File: config.mk
export PLATFORM = sky130hd
export DESIGN_NAME = dma_term_ctrl
export DESIGN_NICKNAME = d
export VERILOG_FILES = /design/src/rtl/dma_term_pkg.sv /design/src/rtl/dma_chan_regs.sv /design/src/rtl/dma_prio_pick.sv /design/src/rtl/dma_glob_reg.sv /design/src/rtl/dma_term_ctrl.sv
export SDC_FILE = /design/constraint.sdc
export NUM_CORES = 1
export LEC_CHECK = 0
export BUFFER_PORTS_ARGS = -buffer_cell sky130_fd_sc_hd__buf_2
export CELL_PAD_IN_SITES_DETAIL_PLACEMENT = 1
export CELL_PAD_IN_SITES_GLOBAL_PLACEMENT = 2
export CORE_MARGIN = 2
export CORE_UTILIZATION = 39
export DETAILED_ROUTE_END_ITERATION = 8
export GPL_TIMING_DRIVEN = 0
export PLACE_DENSITY = 0.95
export SLEW_MARGIN = 10
export SYNTH_ARGS = -nofsm -noshare
export SYNTH_HDL_FRONTEND = slang
export SYNTH_SLANG_ARGS = --single-unit
File: constraint.sdc
create_clock -name clk -period 6.32 [get_ports clk]
set_clock_uncertainty 0.1 [all_clocks]
set_input_delay 1.264 -clock clk [delete_from_list [all_inputs] [get_ports clk]]
set_output_delay 1.264 -clock clk [all_outputs]
set_load 0.01 [all_outputs]
File: src/rtl/dma_term_pkg.sv
package dma_term_pkg;
  typedef enum logic [1:0] {ST_IDLE, ST_READ, ST_WRITE} dma_st_e;

  localparam int CTL_EN   = 0;
  localparam int CTL_IE   = 1;
  localparam int CTL_DONE = 2;
  localparam int CTL_SZ   = 3;
  localparam int GL_DME   = 0;
  localparam int GL_AE    = 1;
  localparam int GL_NMIF  = 2;

  // bytes moved per unit for a size code
  function automatic logic [2:0] unit_bytes(input logic [1:0] sz);
    case (sz)
      2'd0:    return 3'd1;
      2'd1:    return 3'd2;
      default: return 3'd4;
    endcase
  endfunction

  // true when the low address bits break alignment for the size code
  function automatic logic misaligned(input logic [1:0] lsb, input logic [1:0] sz);
    case (sz)
      2'd0:    return 1'b0;
      2'd1:    return lsb[0];
      default: return lsb != 2'd0;
    endcase
  endfunction
endpackage

File: src/rtl/dma_chan_regs.sv
module dma_chan_regs
  import dma_term_pkg::*;
#(
  parameter int AW = 16,
  parameter int CW = 8,
  parameter int DW = 32
) (
  input  logic          clk,
  input  logic          rst_n,
  input  logic          wr_src,
  input  logic          wr_dst,
  input  logic          wr_cnt,
  input  logic          wr_ctl,
  input  logic [DW-1:0] wdata,
  input  logic          adv,
  output logic [AW-1:0] src,
  output logic [AW-1:0] dst,
  output logic [CW-1:0] cnt,
  output logic          en,
  output logic          ie,
  output logic          done,
  output logic [1:0]    sz,
  output logic          last
);
  logic [AW-1:0] step;
  assign step = AW'(unit_bytes(sz));
  assign last = adv && (cnt == CW'(1));

  always_ff @(posedge clk or negedge rst_n) begin
    if (!rst_n) begin
      src <= '0;
      dst <= '0;
      cnt <= '0;
    end else if (adv) begin
      src <= src + step;
      dst <= dst + step;
      cnt <= cnt - CW'(1);
    end else begin
      if (wr_src) src <= wdata[AW-1:0];
      if (wr_dst) dst <= wdata[AW-1:0];
      if (wr_cnt) cnt <= wdata[CW-1:0];
    end
  end

  always_ff @(posedge clk or negedge rst_n) begin
    if (!rst_n) begin
      en   <= 1'b0;
      ie   <= 1'b0;
      sz   <= 2'd0;
      done <= 1'b0;
    end else begin
      if (wr_ctl) begin
        en <= wdata[CTL_EN];
        ie <= wdata[CTL_IE];
        sz <= wdata[CTL_SZ+1:CTL_SZ];
      end
      done <= last | (done & ~(wr_ctl & ~wdata[CTL_DONE]));
    end
  end
endmodule

File: src/rtl/dma_prio_pick.sv
module dma_prio_pick #(
  parameter int NCH = 4,
  localparam int IW = (NCH > 1) ? $clog2(NCH) : 1
) (
  input  logic [NCH-1:0] ready,
  output logic [NCH-1:0] grant_oh,
  output logic [IW-1:0]  grant_idx,
  output logic           any
);
  always_comb begin
    grant_oh  = '0;
    grant_idx = '0;
    any       = |ready;
    for (int c = NCH - 1; c >= 0; c--) begin
      if (ready[c]) begin
        grant_oh     = '0;
        grant_oh[c]  = 1'b1;
        grant_idx    = IW'(c);
      end
    end
  end
endmodule

File: src/rtl/dma_glob_reg.sv
module dma_glob_reg
  import dma_term_pkg::*;
#(
  parameter int DW = 32
) (
  input  logic          clk,
  input  logic          rst_n,
  input  logic          wr,
  input  logic          rd,
  input  logic [DW-1:0] wdata,
  input  logic          ae_set,
  input  logic          nmi,
  output logic          dme,
  output logic          ae,
  output logic          nmif,
  output logic          ae_seen
);
  logic ae_clr;
  assign ae_clr = wr && !wdata[GL_AE] && ae_seen;

  always_ff @(posedge clk or negedge rst_n) begin
    if (!rst_n) begin
      dme     <= 1'b0;
      ae      <= 1'b0;
      nmif    <= 1'b0;
      ae_seen <= 1'b0;
    end else begin
      if (wr) dme <= wdata[GL_DME];
      if (ae_set)      ae <= 1'b1;
      else if (ae_clr) ae <= 1'b0;
      if (!ae || ae_clr)  ae_seen <= 1'b0;
      else if (rd)        ae_seen <= 1'b1;
      if (nmi)                       nmif <= 1'b1;
      else if (wr && !wdata[GL_NMIF]) nmif <= 1'b0;
    end
  end
endmodule

File: src/rtl/dma_term_ctrl.sv
module dma_term_ctrl
  import dma_term_pkg::*;
#(
  parameter int NCH = 4,
  parameter int AW  = 16,
  parameter int CW  = 8,
  parameter int DW  = 32,
  localparam int IW  = (NCH > 1) ? $clog2(NCH) : 1,
  localparam int GLOB_IDX = NCH * 4,
  localparam int RAW = $clog2(GLOB_IDX + 1)
) (
  input  logic           clk,
  input  logic           rst_n,
  input  logic           reg_wr,
  input  logic           reg_rd,
  input  logic [RAW-1:0] reg_addr,
  input  logic [DW-1:0]  reg_wdata,
  output logic [DW-1:0]  reg_rdata,
  input  logic [NCH-1:0] dreq,
  input  logic           nmi,
  output logic           bus_rd,
  output logic           bus_wr,
  output logic [AW-1:0]  bus_addr,
  output logic [DW-1:0]  bus_wdata,
  input  logic [DW-1:0]  bus_rdata,
  output logic [NCH-1:0] irq
);
  logic [AW-1:0] src [NCH];
  logic [AW-1:0] dst [NCH];
  logic [CW-1:0] cnt [NCH];
  logic [1:0]    sz  [NCH];
  logic [NCH-1:0] en_vec, ie_vec, done_vec, last_vec, adv_vec, armed, pend, ready;
  logic [NCH-1:0] grant_oh, cur_oh;
  logic [IW-1:0]  grant_idx, cur;
  logic           any, misal, unit_start, unit_last, ae_set;
  logic           dme, ae_flag, nmif, ae_seen, go;
  logic           glob_sel;
  logic [DW-1:0]  data_q;
  dma_st_e        st;

  assign glob_sel = reg_addr == RAW'(GLOB_IDX);

  for (genvar c = 0; c < NCH; c++) begin : g_ch
    dma_chan_regs #(.AW(AW), .CW(CW), .DW(DW)) u_regs (
      .clk(clk), .rst_n(rst_n),
      .wr_src(reg_wr && reg_addr == RAW'(c*4)),
      .wr_dst(reg_wr && reg_addr == RAW'(c*4+1)),
      .wr_cnt(reg_wr && reg_addr == RAW'(c*4+2)),
      .wr_ctl(reg_wr && reg_addr == RAW'(c*4+3)),
      .wdata(reg_wdata), .adv(adv_vec[c]),
      .src(src[c]), .dst(dst[c]), .cnt(cnt[c]),
      .en(en_vec[c]), .ie(ie_vec[c]), .done(done_vec[c]),
      .sz(sz[c]), .last(last_vec[c])
    );
    assign armed[c]   = en_vec[c] && !done_vec[c] && (cnt[c] != '0);
    assign adv_vec[c] = (st == ST_WRITE) && (cur == IW'(c));
    assign cur_oh[c]  = (st != ST_IDLE) && (cur == IW'(c));
    assign irq[c]     = done_vec[c] && ie_vec[c];
  end

  dma_glob_reg #(.DW(DW)) u_glob (
    .clk(clk), .rst_n(rst_n),
    .wr(reg_wr && glob_sel), .rd(reg_rd && glob_sel),
    .wdata(reg_wdata), .ae_set(ae_set), .nmi(nmi),
    .dme(dme), .ae(ae_flag), .nmif(nmif), .ae_seen(ae_seen)
  );

  assign go    = dme && !ae_flag && !nmif;
  assign ready = pend & armed & {NCH{go}};

  dma_prio_pick #(.NCH(NCH)) u_pick (
    .ready(ready), .grant_oh(grant_oh), .grant_idx(grant_idx), .any(any)
  );

  assign misal      = misaligned(src[grant_idx][1:0], sz[grant_idx]) ||
                      misaligned(dst[grant_idx][1:0], sz[grant_idx]);
  assign ae_set     = (st == ST_IDLE) && any && misal;
  assign unit_start = (st == ST_IDLE) && any && !misal;
  assign unit_last  = |last_vec;

  always_ff @(posedge clk or negedge rst_n) begin
    if (!rst_n) begin
      st     <= ST_IDLE;
      cur    <= '0;
      data_q <= '0;
      pend   <= '0;
    end else begin
      case (st)
        ST_IDLE:  if (unit_start) begin st <= ST_READ; cur <= grant_idx; end
        ST_READ:  begin data_q <= bus_rdata; st <= ST_WRITE; end
        default:  st <= ST_IDLE;
      endcase
      if (ae_set) pend <= '0;
      else pend <= (pend | (dreq & {NCH{!ae_flag}})) & ~(unit_start ? grant_oh : '0);
    end
  end

  assign bus_rd    = st == ST_READ;
  assign bus_wr    = st == ST_WRITE;
  assign bus_addr  = (st == ST_WRITE) ? dst[cur] : src[cur];
  assign bus_wdata = data_q;

  always_comb begin
    reg_rdata = '0;
    if (glob_sel) reg_rdata[2:0] = {nmif, ae_flag, dme};
    for (int c = 0; c < NCH; c++) begin
      if (reg_addr == RAW'(c*4))   reg_rdata = DW'(src[c]);
      if (reg_addr == RAW'(c*4+1)) reg_rdata = DW'(dst[c]);
      if (reg_addr == RAW'(c*4+2)) reg_rdata = DW'(cnt[c]);
      if (reg_addr == RAW'(c*4+3)) reg_rdata = DW'({sz[c], done_vec[c], ie_vec[c], en_vec[c]});
    end
  end
endmodule

==> results of run 1 <==
[layout make-up]
type,instances,area (um2)
buffer,131,569
clock buffer,40,827
clock inverter,11,119
fill,4649,21100
inverter,53,199
multi-input combinational,1384,8930
sequential,224,5610
tap,518,648
timing repair buffer,119,651
[routing by layer]
metal,part of all wire,GRT usage
met3,0.084,0.0536
met2,0.46,0.541
met5,0.00016,0
met1,0.41,0.437
met4,0.046,0.139
[sequential cells by signal, indices dropped and copies added (netlist names)]
name / flops
g_ch.u_regs.dst: 64
g_ch.u_regs.src: 64
bus_wdata: 32
g_ch.u_regs.cnt: 32
g_ch.u_regs.sz: 8
g_ch.u_regs.done: 4
g_ch.u_regs.en: 4
g_ch.u_regs.ie: 4
pend: 4
cur: 2
st: 2
u_glob.ae: 1
u_glob.ae_seen: 1
u_glob.dme: 1
u_glob.nmif: 1
[kinds of logic after synthesis]
family | after synthesis | share of synthesized area
muxes | 110 | 0.103
xor gates and xnor gates | 9 | 0.00517
DFF | 224 | 0.368
other | 1 | 0.000246
buffers and inverters | 184 | 0.0504
adders and majority gates | 40 | 0.0368
AOI/OAI and AO/OA | 554 | 0.238
and+or+nand+nor | 655 | 0.198
[cell usage after synthesis (4+ instances only)]
| cell | n |
|---|---|
| mux2_2 | 55 |
| fa_1 | 8 |
| buf_1 | 13 |
| nor4_1 | 8 |
| o21ai_0 | 128 |
| o221a_2 | 19 |
| a22oi_1 | 35 |
| xnor2_1 | 8 |
| inv_1 | 52 |
| or3_1 | 8 |
| a311oi_1 | 23 |
| nor2b_1 | 21 |
| nand2b_1 | 15 |
| a211o_1 | 8 |
| dfrtp_1 | 224 |
| mux2i_1 | 23 |
| a31oi_1 | 13 |
| buf_4 | 16 |
| nand4b_1 | 4 |
| o211ai_1 | 11 |
| a211oi_1 | 51 |
| o31ai_1 | 9 |
| and2_1 | 11 |
| ha_1 | 32 |
| nand2_1 | 195 |
| a21oi_1 | 152 |
| a21o_1 | 12 |
| nand3_1 | 63 |
| nand4_1 | 19 |
| nor3b_1 | 7 |
| o221ai_1 | 6 |
| a221oi_1 | 7 |
| nor2_1 | 219 |
| clkbuf_1 | 93 |
| mux4_2 | 32 |
| o32ai_1 | 12 |
| o22ai_1 | 30 |
| nor3_1 | 37 |
| buf_2 | 5 |
| a222oi_1 | 4 |
| and3_1 | 23 |
[metrics by stage]
step                TNS [ps]  hold WS, ps
detailed placement         0          373
global route               0          415
finish                     0          383
CTS                        0          383
floorplan                  0          349
global placement      -95380          364
[power by group through the flow]
| stage | clock network [mW] | registers (mW) | logic, mW |
|---|---|---|---|
| CTS | 1.70 | 2.19 | 1.22 |
| global route | 1.75 | 2.25 | 1.36 |
| finish | 1.68 | 2.23 | 1.23 |
| detailed placement | 0 | 2.21 | 1.21 |
| floorplan | 0 | 1.96 | 0.856 |
| global placement | 0 | 2.19 | 1.15 |
[worst max-delay path: cells and delay by family]
family | cells | cell delay (ps)
compound gates | 4 | 890
buf+inv | 6 | 2320
[final timing paths]
path                                                        start                                end  slack, ps  depth (start not counted)
max in group asynchronous                                   rst_n  g_ch[2].u_regs.src[4]$_DFFE_PN0P_       4600                          2
worst max-delay path                                  reg_addr[0]                       reg_rdata[3]        470                         10
worst max register to register  g_ch[0].u_regs.cnt[0]$_DFFE_PN0P_                  pend[3]$_DFF_PN0_       2440                          9
worst min-delay path                   u_glob.ae_seen$_DFFE_PN0P_         u_glob.ae_seen$_DFFE_PN0P_        380                          1
worst min register to register         u_glob.ae_seen$_DFFE_PN0P_         u_glob.ae_seen$_DFFE_PN0P_        380                          1
min in group asynchronous                                   rst_n          bus_wdata[22]$_DFFE_PN0P_        580                          1
==> flow_metrics.tcl, run 1 <==
set metrics [dict create \
    drive_gt1_frac 0.163 \
    p_int_mw 3.22 \
    cts_sinks 224 \
    gp_congestion 0.974 \
    period_minus_slack_ps 5850 \
    ys.flop_type "dfrtp_1" \
    grt_pass1_vias 16700 \
    synthDistinctLibCells 82 \
    layout.cells.most_common "dfrtp_1" \
    clk_path_buf_depth 3 \
    slowest_delay_ps 620 \
    die_h_um 202 \
    period_share 0.926 \
    num_vias 16000 \
    worst_slew_pin_slew_ps 1180 \
    drt_pass1_iterations 7 \
    die_area_mm2 0.0407 \
    synth_area_mm2 0.0152 \
    pwr-share-comb 0.239 \
    max_freq_mhz 171 \
    switching_power_mw 1.93 \
    grt_use_total 0.331 \
    rows 72 \
    leakagePower_nw 7.43 \
    power_switching_share 0.374 \
    slew_viol_final 0 \
    antenna_left 0 \
    routedWlPerCell_um 27.4 \
    vdd_drop_max_v 0.000196 \
    ctsResizeCount 0 \
    wl_um 68000 \
    area_growth_pct 15.2 \
    cts_tree "yes" \
    dp.cells 2429 \
    max_slew_margin 0.201 \
    syn-instance-count 1777 \
    die_width_um 202 \
    cp_max_fo 10 \
    clk_pin_slew_worst_paths_ps 60 \
    core_mm2 0.0386 \
    p_per_area_mw_per_mm2 293 \
    yosysTopAreaCell "dfrtp_1" \
    post-cts-setup-buffers 0 \
    synth_top_cell_area_share 0.368 \
    clock_power_share 0.327 \
    post-route-util 0.454 \
    p_total_mw 5.14 \
    post-route-cell-area_mm2 0.0175 \
    numCtsBuffers 28 \
    pre_cts_ws_ps 653 \
    crit_required_ps 4960 \
    yosysSeqAreaShare 0.368 \
    start_kind "primary input" \
    fin_ws_ps 470 \
    crit_path_end_kind "output port" \
    synth-seq-cells 224 \
    seqPwrFrac 0.433 \
    synth.avg_cell_area_um2 8.57 \
    clk_latency_ps 580 \
    grt_max_degree 90 \
    cts_root_buffer "clkbuf_16" \
    first_iter_violations 1440 \
    io_pins 164 \
    antenna_cells 0 \
    holdBufCountCts 0 \
    max_cap_viol_count 0 \
    crit_path_cell_trace "buf_2, clkbuf_1, buf_1, buf_2, buf_1, o21ai_0, o21ai_0, o21ai_0, a21oi_1, buf_2" \
    layout_common_cells "dfrtp_1, nor2_1, nand2_1" \
    status "finished, final reports clean" \
    grt_overflow 0 \
    synth_area_leaders "dfrtp_1, nor2_1, a21oi_1" \
    drc 0 \
    port_buffers 117 \
    grt_pass1_wl_um 103000 \
    finalSetupViolCount 0 \
    arrival_ps 4490 \
    rsz0062_at_grt "false" \
    async_flop_share 1.00 \
    synth_warnings 0 \
    fin_cells 2480 \
    antenna_found_initial 2 \
    start_util 0.394 \
    vias_per_cell 6.46 \
    slowest_stage "buf_1" \
    final_hold_viol_count 0 \
    setup.worst_path.class "in -> out" \
    dpl_cell_area_mm2 0.0166 \
    final_net_count 2059 \
    hpwl_um 51700 \
    hp-class "reg -> reg" \
    synth_edf_count 0 \
    cts.htree.levels 1 \
]
(Power assumes the default switching activity.)
==> inputs of run 2 (changes only) <==
==> constraint.sdc (replaced) <==
create_clock -name clk -period 6.32 [get_ports clk]
set_clock_uncertainty 0.1 [all_clocks]
set_input_delay 0.632 -clock clk [delete_from_list [all_inputs] [get_ports clk]]
set_output_delay 0.632 -clock clk [all_outputs]
set_load 0.01 [all_outputs]
==> run 2 against run 1 <==
First-iteration DRC count decreased by 1.6%. Clock-buffer cell count stayed put. Power barely moved. Critical path depth did not move. Non-clock buffer count increased by 1. Wire length is essentially flat. Register-to-register slack is essentially flat. Combinational power barely moved. Critical path type unchanged. Clock power about the same. Highest routed layer unchanged. Largest cell class unchanged. Largest power group unchanged. Fmax is 28% higher. Global-route usage did not move. Flip-flop and latch count unchanged.
==> flow_metrics.tcl, run 2 (synthesized netlist as in run 1, its figures left out) <==
set metrics [dict create \
    grt_pass1_wl_um 103000 \
    crit_path_end_kind "output port" \
    gp_congestion 0.974 \
    switching_power_mw 1.93 \
    die_area_mm2 0.0407 \
    holdPathEnd "u_glob.nmif$_DFFE_PN0P_" \
    drive_gt1_frac 0.163 \
    port_buffers 117 \
    numCtsBuffers 28 \
    clk_pin_slew_worst_paths_ps 60 \
    routedWlPerCell_um 27.4 \
    leakagePower_nw 7.43 \
    antenna_left 0 \
    hp-class "in -> reg" \
    r2r-start "g_ch[0].u_regs.cnt[0]$_DFFE_PN0P_" \
    grt_max_degree 90 \
    start_kind "primary input" \
    start_util 0.394 \
    grtUsageMet1 0.437 \
    setup.worst_path.class "in -> out" \
    grt_pass1_vias 16700 \
    layout_common_cells "dfrtp_1, nor2_1, nand2_1" \
    crit_required_ps 5590 \
    slowest_stage "nor2_1" \
    cts_tree "yes" \
    rows 72 \
    final_hold_viol_count 0 \
    cts_root_buffer "clkbuf_16" \
    first_iter_violations 1417 \
    crit_path_cell_trace "clkbuf_1, nand2b_1, clkbuf_1, nor2_1, clkbuf_1, a221oi_1, a21oi_1, o21ai_0, a21oi_1, buf_2" \
    core_mm2 0.0386 \
    clock_power_share 0.328 \
    rsz0062_at_grt "false" \
    max_cap_viol_count 0 \
    io_pins 164 \
    grt_overflow 0 \
    hpwl_um 51700 \
    min_path_cells 2 \
    die_width_um 202 \
    drt_pass1_iterations 5 \
    status "finished, final reports clean" \
    min_from "nmi" \
    met3_usage 0.0536 \
    dp.cells 2429 \
    grt_use_met2 0.541 \
    arrival_ps 3830 \
    top_usage_layer "met2" \
    fin_cells 2481 \
    cp_max_fo 10 \
    clk_path_buf_depth 3 \
    period_minus_slack_ps 4570 \
    post-cts-setup-buffers 0 \
    final_net_count 2060 \
    max_slew_margin 0.185 \
    slowest_delay_ps 780 \
    layout.cells.most_common "dfrtp_1" \
    ctsResizeCount 0 \
    antenna_cells 0 \
    fin_setup_tns_ps 0 \
    rr_endpoint "pend[3]$_DFF_PN0_" \
    area_growth_pct 15.2 \
    max_freq_mhz 219 \
    cts_sinks 224 \
    clk_latency_ps 580 \
    p_int_mw 3.22 \
    seqPwrFrac 0.433 \
    wl_um 68100 \
    period_share 0.723 \
    vias_per_cell 6.45 \
    die_h_um 202 \
    pwr-share-comb 0.239 \
    power_switching_share 0.375 \
    top_regs "g_ch.u_regs.dst x64, g_ch.u_regs.src x64" \
    slew_viol_final 0 \
    finalSetupViolCount 0 \
    worst_slew_pin_slew_ps 1210 \
    p_per_area_mw_per_mm2 293 \
    worst_path_most_repeated_cell "clkbuf_1" \
    grt_use_total 0.331 \
    num_vias 16000 \
    drc 0 \
    r2r_slack_ps 2430 \
    worstRegToRegCells 9 \
    cts.htree.levels 1 \
    antenna_found_initial 2 \
    vdd_drop_max_v 0.000195 \
]
run 2: changes by cell type in the layout (fill, tap and decap cells not counted):
cell	before	now
dlygate4sd3_1	0	1
run 2: final cells by class:
cell class | instances | area, um2
fill | 4651 | 21100
multi-input combinational | 1384 | 8930
sequential | 224 | 5610
clock buffer | 40 | 827
timing repair buffer | 120 | 661
tap | 518 | 648
buffer | 131 | 569
inverter | 53 | 199
clock inverter | 11 | 119
run 2: power by group through the flow:
| stage | Clock, mW | Combinational, mW | Sequential [mW] |
|---|---|---|---|
| 6_report | 1.69 | 1.23 | 2.23 |
| 5_1_grt | 1.75 | 1.36 | 2.25 |
| 3_3_place_gp | 0 | 1.15 | 2.19 |
| 3_5_place_dp | 0 | 1.21 | 2.21 |
| 4_1_cts | 1.70 | 1.22 | 2.19 |
| 2_1_floorplan | 0 | 0.856 | 1.96 |
run 2: through the flow:
stage / power (mW) / hold slack, ps / area [um2] / util / setup WS [ps]
2_1_floorplan: 2.82 / 236 / 15300 / - / 3120
3_3_place_gp: 3.34 / 364 / 16500 / 0.428 / 167
3_5_place_dp: 3.42 / 373 / 16600 / 0.429 / 1920
4_1_cts: 5.11 / 143 / 17500 / 0.454 / 1890
5_1_grt: 5.36 / 157 / 17600 / 0.454 / 1750
6_report: 5.15 / 161 / 17600 / 0.454 / 1750
run 2: routing by layer:
layer / vias up / part of all wire
met5: - / 0.00015
met4: 2 / 0.045
met3: 174 / 0.087
met2: 803 / 0.46
met1: 8156 / 0.40
li1: 6878 / -
run 2: worst max-delay path by stage:
stage | startpoint | to | slack (ps) | depth (start not counted)
after floorplan | reg_addr[4] | reg_rdata[4] | 3120 | 7
after global placement | rst_n | g_ch[3].u_regs.src[11]$_DFFE_PN0P_ | 170 | 1
after global routing | reg_addr[0] | reg_rdata[3] | 1750 | 10
after detailed placement | reg_addr[0] | reg_rdata[3] | 1920 | 10
after CTS | reg_addr[0] | reg_rdata[3] | 1890 | 10
final | reg_addr[2] | reg_rdata[3] | 1750 | 10
run 2: critical path, delay by kind of cell:
kind | cells | cell delay (ps)
AO/OA/AOI/OAI | 4 | 920
buffers and inverters | 4 | 1270
AND/OR/NAND/NOR | 2 | 1000
run 2: what timing repair did:
| action | 4_1_cts | 5_1_grt |
|---|---|---|
| setup endpoints to repair | 0 | 0 |
| hold buffers | 1 | 0 |
| endpoints found under the hold margin | 34 | 0 |
==> inputs of run 3 (changes only) <==
CORE_UTILIZATION = 33   (was 39)
PLACE_DENSITY = 0.88   (was 0.95)
clock period = 4.2 ns   (was 6.32 ns; I/O delays follow)
==> run 3 against run 2 <==
Setup slack got worse by 1600 ps. Sequential share of layout area fell by 0.77 points. Sequential power rose by 50%. Power rose by 52%. Global-route usage fell by 4.0 points. Combinational power rose by 54%. First-iteration DRC count rose by 4.2%. Register-to-register slack got worse by 1900 ps. Utilization fell by 5.9 points. Clock power rose by 51%. Cell count rose by 4.7%. Wire length rose by 3.6%.
==> flow_metrics.tcl, run 3 (synthesized netlist as in run 1, its figures left out) <==
set metrics [dict create \
    hpwl_um 53000 \
    highest_layer "met4" \
    start_util 0.335 \
    dp.cells 2511 \
    clk_path_buf_depth 3 \
    post-route-util 0.396 \
    gp_congestion 0.957 \
    layout_common_cells "dfrtp_1, nor2_1, nand2_1" \
    grt_pass1_wl_um 105000 \
    status "finished, final reports clean" \
    grt_pass1_vias 16600 \
    dpl_cell_area_mm2 0.0167 \
    leakagePower_nw 7.59 \
    slowest_delay_ps 580 \
    layout.cells.most_common "dfrtp_1" \
    whs_ps 38.1 \
    port_buffers 117 \
    clk_pin_slew_worst_paths_ps 60 \
    grt_overflow 0 \
    fill_cells 5455 \
    final_net_count 2093 \
    core_mm2 0.0455 \
    drive_gt1_frac 0.161 \
    wl_met1_um 28700 \
    cts_root_buffer "clkbuf_16" \
    clk_latency_ps 580 \
    met3WireLength_um 5240 \
    crit_path_end_kind "output port" \
    numCtsBuffers 29 \
    pre_cts_ws_ps 184 \
    hp-class "in -> reg" \
    fin_cells 2598 \
    die_area_mm2 0.0479 \
    p_per_area_mw_per_mm2 434 \
    post-route-cell-area_mm2 0.0180 \
    cts_sinks 224 \
    route.met2.wl_um 33300 \
    vias_per_cell 6.15 \
    arrival_ps 3560 \
    routedWlPerCell_um 27.2 \
    antenna_left 0 \
    grt_max_degree 105 \
    top_regs "g_ch.u_regs.dst x64, g_ch.u_regs.src x64" \
    max_freq_mhz 245 \
    cp_max_fo 10 \
    cts.htree.levels 1 \
    die_h_um 219 \
    start_kind "primary input" \
    fin_ws_ps 120 \
    max_slew_margin 0.0820 \
    slew_viol_final 0 \
    vdd_drop_max_v 0.000312 \
    finalSetupViolCount 0 \
    rows 78 \
    grt_use_total 0.292 \
    num_vias 16000 \
    wl_um 70600 \
    area_growth_pct 18.1 \
    die_width_um 219 \
    worst_slew_pin_slew_ps 1370 \
    cts_tree "yes" \
    period_minus_slack_ps 4080 \
    setup.worst_path.class "in -> out" \
    antenna_found_initial 2 \
    crit_path_cell_trace "buf_2, clkbuf_1, or3_1, nor3_2, clkbuf_1, a221oi_1, a21oi_1, o21ai_0, a21oi_1, buf_2" \
    period_share 0.971 \
    first_iter_violations 1476 \
    crit_required_ps 3680 \
    drt_pass1_iterations 9 \
    slowest_stage "clkbuf_1" \
    final_hold_viol_count 0 \
    rsz0062_at_grt "false" \
    drc 0 \
    max_cap_viol_count 0 \
    io_pins 164 \
]
[run 3: cell types whose count changed in the layout (fill, tap and decap cells not counted), sizes merged]
| cell | previous run | this run |
|---|---|---|
| clkinv | 6 | 8 |
| clkbuf | 136 | 137 |
| clkinvlp | 3 | 0 |
| diode | 0 | 3 |
| dlygate4sd3 | 1 | 33 |
[run 3: where the power goes]
part           total (mW)  switching, mW  leakage [nW]  internal, mW
clock                2.55           1.06         0.473          1.49
sequential           3.35          0.805          2.70          2.55
combinational        1.90           1.07          4.42         0.828
[run 3: timing repair]
item,4_1_cts,5_1_grt
hold buffers,33,0
setup buffers,0,0
endpoints found under the setup margin,0,1
gates resized for setup,0,3
endpoints found under the hold margin,71,0
[run 3: cell type report]
| type | count | area, um2 | area share |
|---|---|---|---|
| diodes | 3 | 7.51 | 0.000417 |
| plain buffers | 131 | 571 | 0.0317 |
| clock buffers | 41 | 831 | 0.0462 |
| clock inverters | 10 | 115 | 0.00640 |
| inverters | 53 | 199 | 0.0111 |
| multi-input cells | 1384 | 8930 | 0.496 |
| flip-flops and latches | 224 | 5610 | 0.312 |
| well taps | 600 | 751 | 0.0417 |
| repair buffers | 152 | 981 | 0.0545 |
[run 3: routing by layer]
metal	vias to the layer above	track usage
met1	8152	0.374
met2	699	0.484
met5	-	0
met4	0	0.126
met3	177	0.0488
li1	6956	-
[run 3: worst paths after layout]
check	from	end	slack, ps	depth (start not counted)
min in group asynchronous	rst_n	g_ch[3].u_regs.sz[1]$_DFFE_PN0P_	210	2
worst min register to register	u_glob.ae_seen$_DFFE_PN0P_	u_glob.ae_seen$_DFFE_PN0P_	390	1
worst max-delay path	reg_addr[0]	reg_rdata[3]	120	10
max in group asynchronous	rst_n	g_ch[0].u_regs.dst[3]$_DFFE_PN0P_	2500	4
worst max register to register	g_ch[0].u_regs.cnt[0]$_DFFE_PN0P_	pend[2]$_DFF_PN0_	550	9
worst min-delay path	bus_rdata[2]	bus_wdata[2]$_DFFE_PN0P_	40	2
[run 3: stage by stage]
stage | power (mW) | TNS [ps]
final | 7.81 | 0
after global routing | 8.15 | 0
after CTS | 7.76 | 0
after detailed placement | 5.17 | 0
after global placement | 5.05 | -394310
after floorplan | 4.24 | 0
[run 3: worst max-delay path: cells and delay by family]
kind	cells	cell delay, ps
AOI/OAI and AO/OA	4	930
buffers and inverters	4	1150
and+or+nand+nor	2	1060
